--- config.mk ---
export PLATFORM = sky130hd
export DESIGN_NAME = nest_irq_ctrl
export DESIGN_NICKNAME = d
export VERILOG_FILES = /design/src/rtl/nic_pkg.sv /design/src/rtl/nic_src_regs.sv /design/src/rtl/nic_arbiter.sv /design/src/rtl/nic_prio_stack.sv /design/src/rtl/nest_irq_ctrl.sv
export SDC_FILE = /design/constraint.sdc
export NUM_CORES = 1
export LEC_CHECK = 0
export ABC_AREA = 1
export BUFFER_PORTS_ARGS = -buffer_cell sky130_fd_sc_hd__buf_2
export CORE_ASPECT_RATIO = 0.7
export CORE_MARGIN = 8
export CORE_UTILIZATION = 35
export CTS_BUF_LIST = sky130_fd_sc_hd__clkbuf_8
export CTS_CLUSTER_DIAMETER = 150
export DETAILED_ROUTE_END_ITERATION = 12
export GPL_TIMING_DRIVEN = 0
export PLACE_DENSITY = 0.54
export SETUP_SLACK_MARGIN = 0.02
export SYNTH_ARGS = -nofsm -noshare
export SYNTH_HDL_FRONTEND = slang
export SYNTH_SLANG_ARGS = --single-unit
--- constraint.sdc ---
create_clock -name clk -period 26.1 [get_ports clk]
set_input_delay 0 -clock clk [delete_from_list [all_inputs] [get_ports clk]]
set_output_delay 0 -clock clk [all_outputs]
set_load 0.05 [all_outputs]
--- src/rtl/nic_pkg.sv ---
package nic_pkg;
  localparam int PRIO_W = 4;
  localparam int CFG_W  = PRIO_W + 3;

  typedef struct packed {
    logic [PRIO_W-1:0] prio;
    logic              route;
    logic              en;
    logic              pend;
  } src_ctrl_t;
endpackage

--- src/rtl/nic_src_regs.sv ---
module nic_src_regs
  import nic_pkg::*;
#(
  parameter int N_SRC = 18,
  parameter int SEL_W = 5
) (
  input  logic                    clk,
  input  logic                    rst_n,
  input  logic [N_SRC-1:0]        src_set,
  input  logic [N_SRC-1:0]        src_clr,
  input  logic                    cfg_we,
  input  logic [SEL_W-1:0]        cfg_sel,
  input  logic [CFG_W-1:0]        cfg_wdata,
  output src_ctrl_t [N_SRC-1:0]   ctrl_q
);
  src_ctrl_t wr_val;
  assign wr_val = src_ctrl_t'(cfg_wdata);

  for (genvar g = 0; g < N_SRC; g++) begin : g_src
    src_ctrl_t nxt;
    logic      wr_hit;

    assign wr_hit = cfg_we && (cfg_sel == SEL_W'(g));

    always_comb begin
      nxt      = ctrl_q[g];
      nxt.pend = (ctrl_q[g].pend & ~src_clr[g]) | src_set[g];
      if (wr_hit) nxt = wr_val;
    end

    always_ff @(posedge clk or negedge rst_n) begin
      if (!rst_n) ctrl_q[g] <= '0;
      else        ctrl_q[g] <= nxt;
    end
  end
endmodule

--- src/rtl/nic_arbiter.sv ---
module nic_arbiter
  import nic_pkg::*;
#(
  parameter int N_SRC = 18,
  parameter int SEL_W = 5
) (
  input  src_ctrl_t [N_SRC-1:0] ctrl,
  output logic                  win_vld,
  output logic [SEL_W-1:0]      win_idx,
  output logic [PRIO_W-1:0]     win_prio,
  output logic                  win_route
);
  always_comb begin
    win_prio  = '0;
    win_idx   = '0;
    win_route = 1'b0;
    for (int i = 0; i < N_SRC; i++) begin
      if (ctrl[i].pend && ctrl[i].en && (ctrl[i].prio > win_prio)) begin
        win_prio  = ctrl[i].prio;
        win_idx   = SEL_W'(i);
        win_route = ctrl[i].route;
      end
    end
    win_vld = (win_prio != '0);
  end
endmodule

--- src/rtl/nic_prio_stack.sv ---
module nic_prio_stack #(
  parameter int DEPTH = 16,
  parameter int W     = 4
) (
  input  logic         clk,
  input  logic         rst_n,
  input  logic         push,
  input  logic         pop,
  input  logic [W-1:0] push_data,
  output logic [W-1:0] top_data
);
  localparam int CNT_W = $clog2(DEPTH + 1);

  logic [CNT_W-1:0] cnt_q, cnt_n;
  logic [W-1:0]     mem_q [DEPTH];
  logic             full;

  assign full = (cnt_q == CNT_W'(DEPTH));

  always_comb begin
    cnt_n = cnt_q;
    if (push && !full)             cnt_n = cnt_q + 1'b1;
    else if (pop && cnt_q != '0)   cnt_n = cnt_q - 1'b1;
  end

  always_comb begin
    top_data = '0;
    for (int j = 0; j < DEPTH; j++)
      if (cnt_q == CNT_W'(j + 1)) top_data = mem_q[j];
  end

  always_ff @(posedge clk or negedge rst_n) begin
    if (!rst_n) cnt_q <= '0;
    else        cnt_q <= cnt_n;
  end

  for (genvar s = 0; s < DEPTH; s++) begin : g_slot
    logic slot_we;
    assign slot_we = push && !full && (cnt_q == CNT_W'(s));
    always_ff @(posedge clk or negedge rst_n) begin
      if (!rst_n)       mem_q[s] <= '0;
      else if (slot_we) mem_q[s] <= push_data;
    end
  end
endmodule

--- src/rtl/nest_irq_ctrl.sv ---
module nest_irq_ctrl
  import nic_pkg::*;
#(
  parameter int N_SRC     = 18,
  parameter int SEL_W     = $clog2(N_SRC),
  parameter int STK_DEPTH = 16,
  parameter int TRAP_BASE = 8'h18
) (
  input  logic               clk,
  input  logic               rst_n,
  input  logic [N_SRC-1:0]   src_set,
  input  logic               cfg_we,
  input  logic [SEL_W-1:0]   cfg_sel,
  input  logic [6:0]         cfg_wdata,
  output logic               irq_req,
  input  logic               irq_ack,
  output logic [7:0]         irq_trap,
  output logic [9:0]         irq_vec,
  output logic [3:0]         irq_prio,
  output logic               xfer_req,
  input  logic               xfer_ack,
  output logic [SEL_W-1:0]   xfer_src,
  input  logic               reti,
  output logic [3:0]         run_prio
);
  logic [1:0]             rst_sync_q;
  logic                   rst_int_n;
  src_ctrl_t [N_SRC-1:0]  ctrl;
  logic                   win_vld, win_route, offer;
  logic [SEL_W-1:0]       win_idx;
  logic [PRIO_W-1:0]      win_prio, run_q, run_n, stk_top;
  logic                   irq_fire, xfer_fire, pop;
  logic [N_SRC-1:0]       clr_vec;

  always_ff @(posedge clk or negedge rst_n) begin
    if (!rst_n) rst_sync_q <= 2'b00;
    else        rst_sync_q <= {rst_sync_q[0], 1'b1};
  end
  assign rst_int_n = rst_sync_q[1];

  nic_src_regs #(.N_SRC(N_SRC), .SEL_W(SEL_W)) u_regs (
    .clk(clk), .rst_n(rst_int_n), .src_set(src_set), .src_clr(clr_vec),
    .cfg_we(cfg_we), .cfg_sel(cfg_sel), .cfg_wdata(cfg_wdata), .ctrl_q(ctrl)
  );

  nic_arbiter #(.N_SRC(N_SRC), .SEL_W(SEL_W)) u_arb (
    .ctrl(ctrl), .win_vld(win_vld), .win_idx(win_idx),
    .win_prio(win_prio), .win_route(win_route)
  );

  nic_prio_stack #(.DEPTH(STK_DEPTH), .W(PRIO_W)) u_stk (
    .clk(clk), .rst_n(rst_int_n), .push(irq_fire), .pop(pop),
    .push_data(run_q), .top_data(stk_top)
  );

  assign offer     = win_vld && (win_prio > run_q);
  assign irq_req   = offer && !win_route;
  assign xfer_req  = offer && win_route;
  assign irq_fire  = irq_req && irq_ack;
  assign xfer_fire = xfer_req && xfer_ack;
  assign pop       = reti && !irq_fire;

  always_comb begin
    clr_vec = '0;
    if (irq_fire || xfer_fire) clr_vec[win_idx] = 1'b1;
  end

  always_comb begin
    run_n = run_q;
    if (irq_fire) run_n = win_prio;
    else if (pop) run_n = stk_top;
  end

  always_ff @(posedge clk or negedge rst_int_n) begin
    if (!rst_int_n) run_q <= '0;
    else            run_q <= run_n;
  end

  assign irq_trap = irq_req ? (8'(TRAP_BASE) + 8'(win_idx)) : 8'h00;
  assign irq_vec  = {irq_trap, 2'b00};
  assign irq_prio = irq_req ? win_prio : '0;
  assign xfer_src = xfer_req ? win_idx : '0;
  assign run_prio = run_q;
endmodule

==> results of run 1 <==
kinds of logic after synthesis:
logic type,share of synthesized area [%]
AOI/OAI and AO/OA,14.22
xor gates and xnor gates,0.3401
adders and majority gates,6.025
buffers and inverters,9.116
DFF,39.07
other,0.05833
and+or+nand+nor,31.18
synth_stat cells (2+ instances only):
library cell and number:
a211oi_1 2, a21oi_1 31, a22oi_1 2, buf_1 2, buf_2 2, buf_4 18, buf_6 9, clkbuf_1 17
clkbuf_8 2, clkdlybuf4s50_2 2, conb_1 2, dfrtp_1 201, ha_1 62, inv_1 206, inv_2 3, nand2_1 455
nand2_2 45, nand2_4 28, nand3_1 114, nand3_2 20, nand4_1 18, nor2_1 118, nor2_2 21, nor2_4 12
nor3_1 7, o2111ai_1 4, o211ai_1 18, o21ai_0 179, o21ai_1 63, o21bai_1 31, xor2_1 5
tightest hold or removal path: cells and delay by family:
family | cells | cell delay (ns)
buffers and inverters | 1 | 0.30
AND/OR/NAND/NOR | 1 | 0.18
AO/OA/AOI/OAI | 1 | 0.04
metrics by stage:
stage,area [um^2],hold slack (ns)
4_1_cts,15110,0.0003679
5_1_grt,15110,0.02716
6_report,15110,0.02441
2_1_floorplan,12890,-0.2956
3_5_place_dp,13880,-0.2124
3_3_place_gp,13790,-0.2147
metal layers:
metal	GRT usage [%]	wire length (um)
met1	25.31	18940
met2	24.79	15070
met3	2.808	1525
met4	5.278	889
met5	0	0
final timing paths:
check	slack, ns	cells past startpoint	to	from
worst max-delay path	3.11	152	irq_vec[5]	u_regs.ctrl_q[3]
worst min register to register	0.26	0	run_prio[2]	rst_sync_q[1]
max in group asynchronous	24.85	2	u_regs.ctrl_q[12]	rst_sync_q[1]
worst min-delay path	0.02	3	u_regs.ctrl_q[7]	cfg_wdata[0]
worst max register to register	3.14	154	u_regs.ctrl_q[42]	u_regs.ctrl_q[3]
min in group asynchronous	0.26	0	run_prio[2]	rst_sync_q[1]
area by class of cell:
class                           instances  area [um^2]  share of cell area, %
Sequential cell                       201         5034                  33.32
Tap cell                              480        600.6                  3.976
Multi-Input combinational cell       1252         6690                  44.29
Inverter                              210        790.8                  5.235
Timing Repair Buffer                  110        858.3                  5.682
Clock buffer                           49        674.4                  4.465
Clock inverter                         18        75.07                 0.4970
Buffer                                 53        382.9                  2.535
flip-flops by register name (all words and copies together), names as in the netlist:
name	cells
rst_sync_q	2
run_prio	4
u_regs.ctrl_q	126
u_stk.cnt_q	5
u_stk.mem_q	64
==> flow_results.xml, run 1 <==
<?xml version="1.0" encoding="UTF-8"?>
<metrics>
  <group name="status">
    <metric name="outcome" unit="">completed</metric>
  </group>
  <group name="run">
    <metric name="timing.max_cap.violations" unit="">0</metric>
  </group>
  <group name="synth">
    <metric name="ys_async_sr_fraction" unit="%">100.0</metric>
    <metric name="yosys-top-cells-area" unit="">dfrtp_1, nand2_1, o21ai_0</metric>
    <metric name="ys_seq_area_share" unit="%">39.07</metric>
    <metric name="post_synth_num_cell_types" unit="">43</metric>
    <metric name="synth_edf_count" unit="">0</metric>
    <metric name="syn-cell-area" unit="mm^2">0.01287</metric>
    <metric name="postSynthRegisterBits" unit="">201</metric>
    <metric name="dominantRegCellSynth" unit="">dfrtp_1</metric>
    <metric name="yosysTopAreaCell" unit="">dfrtp_1</metric>
    <metric name="synth_top_area_share" unit="%">39.07</metric>
    <metric name="synthCells" unit="">1711</metric>
    <metric name="yosys_warnings" unit="">0</metric>
    <metric name="syn_avg_cell_area" unit="um^2">7.525</metric>
  </group>
  <group name="timing">
    <metric name="fmax" unit="MHz">43.50</metric>
    <metric name="fin_crit_sh" unit="%">88.08</metric>
    <metric name="finalMaxSlewViolations" unit="">0</metric>
    <metric name="grt_setup_unrepaired" unit="">no</metric>
    <metric name="tightestPinTransition" unit="ns">0.8539</metric>
    <metric name="setup_viol" unit="">0</metric>
    <metric name="setup_slack" unit="ns">3.112</metric>
    <metric name="worst_clock_skew" unit="ns">0.04036</metric>
    <metric name="shortest_clock_period_the_worst_path_allows_after_layout" unit="ns">22.99</metric>
    <metric name="finalHoldViolCount" unit="">0</metric>
    <metric name="relSlewSlack" unit="%">42.64</metric>
    <metric name="final.setup.tns" unit="ns">0</metric>
  </group>
  <group name="final_layout">
    <metric name="num_antenna_cells" unit="">0</metric>
    <metric name="number_of_fill_cells" unit="">3693</metric>
    <metric name="layout-area-overhead-vs-synth" unit="%">17.33</metric>
    <metric name="drive_gt1_share" unit="%">15.11</metric>
    <metric name="postLayoutCoreUtil" unit="%">41.88</metric>
    <metric name="mostFrequentLayoutCells" unit="">nand2_1, inv_1, dfrtp_1</metric>
    <metric name="layout.nets" unit="">1966</metric>
    <metric name="mostFrequentLayoutCell" unit="">nand2_1</metric>
    <metric name="post_layout_nonfiller_instances" unit="">2373</metric>
  </group>
  <group name="global_route">
    <metric name="gr-usage-all-layers" unit="%">17.02</metric>
    <metric name="grt_remaining_overflow" unit="">0</metric>
    <metric name="grt_start_max_net_pins" unit="">63</metric>
    <metric name="number_of_global_route_vias_before_repair" unit="">11109</metric>
    <metric name="antenna_found_initial" unit="">0</metric>
    <metric name="wire_length_of_the_first_global_routing_pass" unit="um">59520</metric>
  </group>
  <group name="floorplanning">
    <metric name="die-width" unit="um">245.2</metric>
    <metric name="chip_height" unit="um">176.5</metric>
    <metric name="design.core.area" unit="mm^2">0.03607</metric>
    <metric name="io-pin-count" unit="">69</metric>
    <metric name="initial_core_util" unit="%">35.70</metric>
    <metric name="std_cell_rows" unit="">58</metric>
    <metric name="dieArea" unit="mm^2">0.04328</metric>
  </group>
  <group name="drt">
    <metric name="drt_pre_antenna_iters" unit="">5</metric>
    <metric name="detail_route.wirelength" unit="um">36420</metric>
    <metric name="ant_nets" unit="">0</metric>
    <metric name="route.detailed.vias_per_inst" unit="">4.823</metric>
    <metric name="route.detailed.wl_per_inst" unit="um">15.35</metric>
    <metric name="route.detailed.drc" unit="">0</metric>
    <metric name="vias" unit="">11445</metric>
    <metric name="detail_route.iter0.violations" unit="">736</metric>
  </group>
  <group name="worst_setup_path">
    <metric name="crit_path_max_fanout" unit="">10</metric>
    <metric name="cp_num_buf_inv" unit="">32</metric>
    <metric name="arrival" unit="ns">22.99</metric>
    <metric name="crit_type" unit="">reg -&gt; out</metric>
    <metric name="critPathMostFrequentCell" unit="">nand2_1</metric>
    <metric name="critical-path-slowest-cell" unit="">o21ai_0</metric>
    <metric name="type_of_element_capturing_the_critical_path" unit="">output port</metric>
    <metric name="critical_path_source_type" unit="">register</metric>
    <metric name="worst_path_dominant_cell_family" unit="">simple AND/OR/NAND/NOR gates</metric>
    <metric name="slowest_delay" unit="ns">0.40</metric>
    <metric name="worst_ep_required_time" unit="ns">26.10</metric>
  </group>
  <group name="cts">
    <metric name="post_cts_hold_buffer_count" unit="">48</metric>
    <metric name="clock_tree_from_tritoncts" unit="">done</metric>
    <metric name="cts_root_buffer" unit="">clkbuf_8</metric>
    <metric name="numClockSinks" unit="">201</metric>
    <metric name="post_cts.resized_instances" unit="">0</metric>
    <metric name="insertion_delay" unit="ns">0.56</metric>
    <metric name="cts_setup_buffers" unit="">0</metric>
    <metric name="clock_path_buffers" unit="">3</metric>
    <metric name="tritoncts.num_buffers" unit="">40</metric>
    <metric name="htree_levels" unit="">2</metric>
    <metric name="cts.clk_slew.worst_paths" unit="ns">0.06</metric>
  </group>
  <group name="place">
    <metric name="place_worst_setup_slack" unit="ns">3.609</metric>
    <metric name="dp_hpwl" unit="um">27240</metric>
    <metric name="gp_routability_congestion" unit="">0.8663</metric>
    <metric name="io_buffer_count" unit="">59</metric>
    <metric name="dp.cells" unit="">2258</metric>
  </group>
  <group name="hold_path">
    <metric name="hold_path.class" unit="">in -&gt; reg</metric>
  </group>
</metrics>
Power of run 1 is not shown: default switching activity piles up to over one toggle a cycle in this logic, so the estimate is an artifact.
==> run 2, diff against run 1 <==
--- a/config.mk
+++ b/config.mk
@@ -14,7 +14,6 @@
 export CTS_CLUSTER_DIAMETER = 150
 export DETAILED_ROUTE_END_ITERATION = 12
 export GPL_TIMING_DRIVEN = 0
-export PLACE_DENSITY = 0.54
 export SETUP_SLACK_MARGIN = 0.02
 export SYNTH_ARGS = -nofsm -noshare
 export SYNTH_HDL_FRONTEND = slang
==> run 2 against run 1 <==
Non-clock buffer count shrank 3. Worst setup slack lost 0.11 ns. Global-route usage shrank 0.36 points. Die area is the same. Cell count shrank 0.17%. Highest routed layer unchanged.
==> flow_results.xml, run 2 (synthesized netlist as in run 1, its figures left out) <==
<?xml version="1.0" encoding="UTF-8"?>
<metrics>
  <group name="floorplanning">
    <metric name="design.core.area" unit="mm^2">0.03607</metric>
    <metric name="chip_height" unit="um">176.5</metric>
    <metric name="dieArea" unit="mm^2">0.04328</metric>
    <metric name="std_cell_rows" unit="">58</metric>
    <metric name="initial_core_util" unit="%">35.70</metric>
    <metric name="io-pin-count" unit="">69</metric>
    <metric name="die-width" unit="um">245.2</metric>
  </group>
  <group name="final_layout">
    <metric name="post_layout_nonfiller_instances" unit="">2369</metric>
    <metric name="layout-area-overhead-vs-synth" unit="%">16.78</metric>
    <metric name="mostFrequentLayoutCell" unit="">nand2_1</metric>
    <metric name="drive_gt1_share" unit="%">14.98</metric>
    <metric name="largest_reg_flops" unit="">126</metric>
    <metric name="registers.top_by_ff_count" unit="">u_regs.ctrl_q</metric>
    <metric name="mostFrequentLayoutCells" unit="">nand2_1, inv_1, dfrtp_1</metric>
    <metric name="largest_registers" unit="">u_regs.ctrl_q x126, u_stk.mem_q x64, u_stk.cnt_q x5</metric>
    <metric name="num_antenna_cells" unit="">0</metric>
    <metric name="layout.nets" unit="">1962</metric>
  </group>
  <group name="worst_setup_path">
    <metric name="crit_type" unit="">reg -&gt; out</metric>
    <metric name="regToRegSetupSlack" unit="ns">3.07</metric>
    <metric name="type_of_element_capturing_the_critical_path" unit="">output port</metric>
    <metric name="worst_path_dominant_cell_family" unit="">simple AND/OR/NAND/NOR gates</metric>
    <metric name="rr_worst_depth" unit="">157</metric>
    <metric name="arrival" unit="ns">23.10</metric>
    <metric name="critical_path_source_type" unit="">register</metric>
    <metric name="r2r-end" unit="">u_regs.ctrl_q[49]</metric>
    <metric name="worst_ep_required_time" unit="ns">26.10</metric>
    <metric name="cp_num_buf_inv" unit="">32</metric>
    <metric name="critical-path-slowest-cell" unit="">dfrtp_1</metric>
    <metric name="critical_path_depth" unit="">155</metric>
    <metric name="crit_path_max_fanout" unit="">10</metric>
    <metric name="worstReg2RegStart" unit="">u_regs.ctrl_q[3]</metric>
    <metric name="critical_path.endpoint" unit="">irq_vec[5]</metric>
    <metric name="slowest_delay" unit="ns">0.39</metric>
    <metric name="critPathMostFrequentCell" unit="">nand2_1</metric>
    <metric name="critPathLaunch" unit="">u_regs.ctrl_q[3]</metric>
  </group>
  <group name="global_route">
    <metric name="gr-usage-all-layers" unit="%">16.66</metric>
    <metric name="grt_remaining_overflow" unit="">0</metric>
    <metric name="wire_length_of_the_first_global_routing_pass" unit="um">59240</metric>
    <metric name="grt_start_max_net_pins" unit="">67</metric>
    <metric name="number_of_global_route_vias_before_repair" unit="">11204</metric>
    <metric name="antenna_found_initial" unit="">0</metric>
  </group>
  <group name="place">
    <metric name="dp.cells" unit="">2258</metric>
    <metric name="dp_hpwl" unit="um">26900</metric>
    <metric name="io_buffer_count" unit="">59</metric>
    <metric name="gp_routability_congestion" unit="">0.8698</metric>
  </group>
  <group name="cts">
    <metric name="cts.clk_slew.worst_paths" unit="ns">0.05</metric>
    <metric name="htree_levels" unit="">2</metric>
    <metric name="clock_tree_from_tritoncts" unit="">done</metric>
    <metric name="cts_setup_buffers" unit="">0</metric>
    <metric name="tritoncts.num_buffers" unit="">39</metric>
    <metric name="insertion_delay" unit="ns">0.55</metric>
    <metric name="cts_root_buffer" unit="">clkbuf_8</metric>
    <metric name="clock_path_buffers" unit="">3</metric>
    <metric name="numClockSinks" unit="">201</metric>
  </group>
  <group name="drt">
    <metric name="route.detailed.drc" unit="">0</metric>
    <metric name="detail_route.wirelength" unit="um">35840</metric>
    <metric name="route.detailed.wl_per_inst" unit="um">15.13</metric>
    <metric name="route.detailed.vias_per_inst" unit="">4.892</metric>
    <metric name="vias" unit="">11589</metric>
    <metric name="ant_nets" unit="">0</metric>
    <metric name="drt_pre_antenna_iters" unit="">5</metric>
    <metric name="detail_route.iter0.violations" unit="">815</metric>
  </group>
  <group name="timing">
    <metric name="fin_crit_sh" unit="%">88.50</metric>
    <metric name="worst_clock_skew" unit="ns">0.02685</metric>
    <metric name="grt_setup_unrepaired" unit="">no</metric>
    <metric name="shortest_clock_period_the_worst_path_allows_after_layout" unit="ns">23.10</metric>
    <metric name="finalHoldViolCount" unit="">0</metric>
    <metric name="finalMaxSlewViolations" unit="">0</metric>
    <metric name="relSlewSlack" unit="%">44.22</metric>
    <metric name="final.setup.tns" unit="ns">0</metric>
    <metric name="setup_viol" unit="">0</metric>
    <metric name="fmax" unit="MHz">43.29</metric>
    <metric name="tightestPinTransition" unit="ns">0.8303</metric>
  </group>
  <group name="status">
    <metric name="outcome" unit="">completed</metric>
  </group>
  <group name="hold_path">
    <metric name="hold_path.class" unit="">in -&gt; reg</metric>
  </group>
  <group name="run">
    <metric name="timing.max_cap.violations" unit="">0</metric>
  </group>
</metrics>
## run 2: timing repair
action / in CTS / in global routing
hold buffers: 45 / 0
gates resized for setup: 0 / 0
hold endpoints to repair: 72 / 0
## run 2: worst min-delay path: cells and delay by family
kind	cells	cell delay, ns
AO/OA/AOI/OAI	1	0.05
AND/OR/NAND/NOR	1	0.19
buffers and inverters	1	0.28
## run 2: cell type report
type / count / area, um^2
plain buffers: 53 / 382.9
repair buffers: 107 / 828.3
multi-input cells: 1252 / 6690
flip-flops and latches: 201 / 5034
inverters: 210 / 790.8
well taps: 480 / 600.6
clock inverters: 21 / 90.09
fillers: 3668 / 21030
clock buffers: 45 / 619.3
## run 2: how the worst min path moves through the flow
stage | start | endpoint | slack [ns] | cells past startpoint
after detailed placement | rst_n | rst_sync_q[0] | -0.21 | 1
after floorplan | rst_n | rst_sync_q[0] | -0.30 | 0
after global placement | rst_n | rst_sync_q[0] | -0.21 | 1
final | cfg_wdata[0] | u_regs.ctrl_q[119] | 0.03 | 3
after global routing | cfg_wdata[0] | u_regs.ctrl_q[119] | 0.03 | 3
after CTS | cfg_wdata[0] | u_regs.ctrl_q[14] | 0.001 | 3
## run 2: through the flow
stage               setup WS, ns  utilization, %  instance area (um^2)  hold slack (ns)
global route              0.8163           41.69                 15040          0.02629
detailed placement         3.685           38.47                 13880          -0.2148
global placement           4.105           38.23                 13790          -0.2147
finish                     3.002           41.69                 15040          0.02849
CTS                        3.091           41.69                 15040         0.001405
floorplan                  6.578               -                 12890          -0.2956
## run 2: metal layers
metal	share of wire, %	track usage [%]
met1	51	24.43
met2	42	25.12
met3	4.5	2.415
met4	2.4	4.807
met5	0	0
Power of run 2 is left out for the same reason.
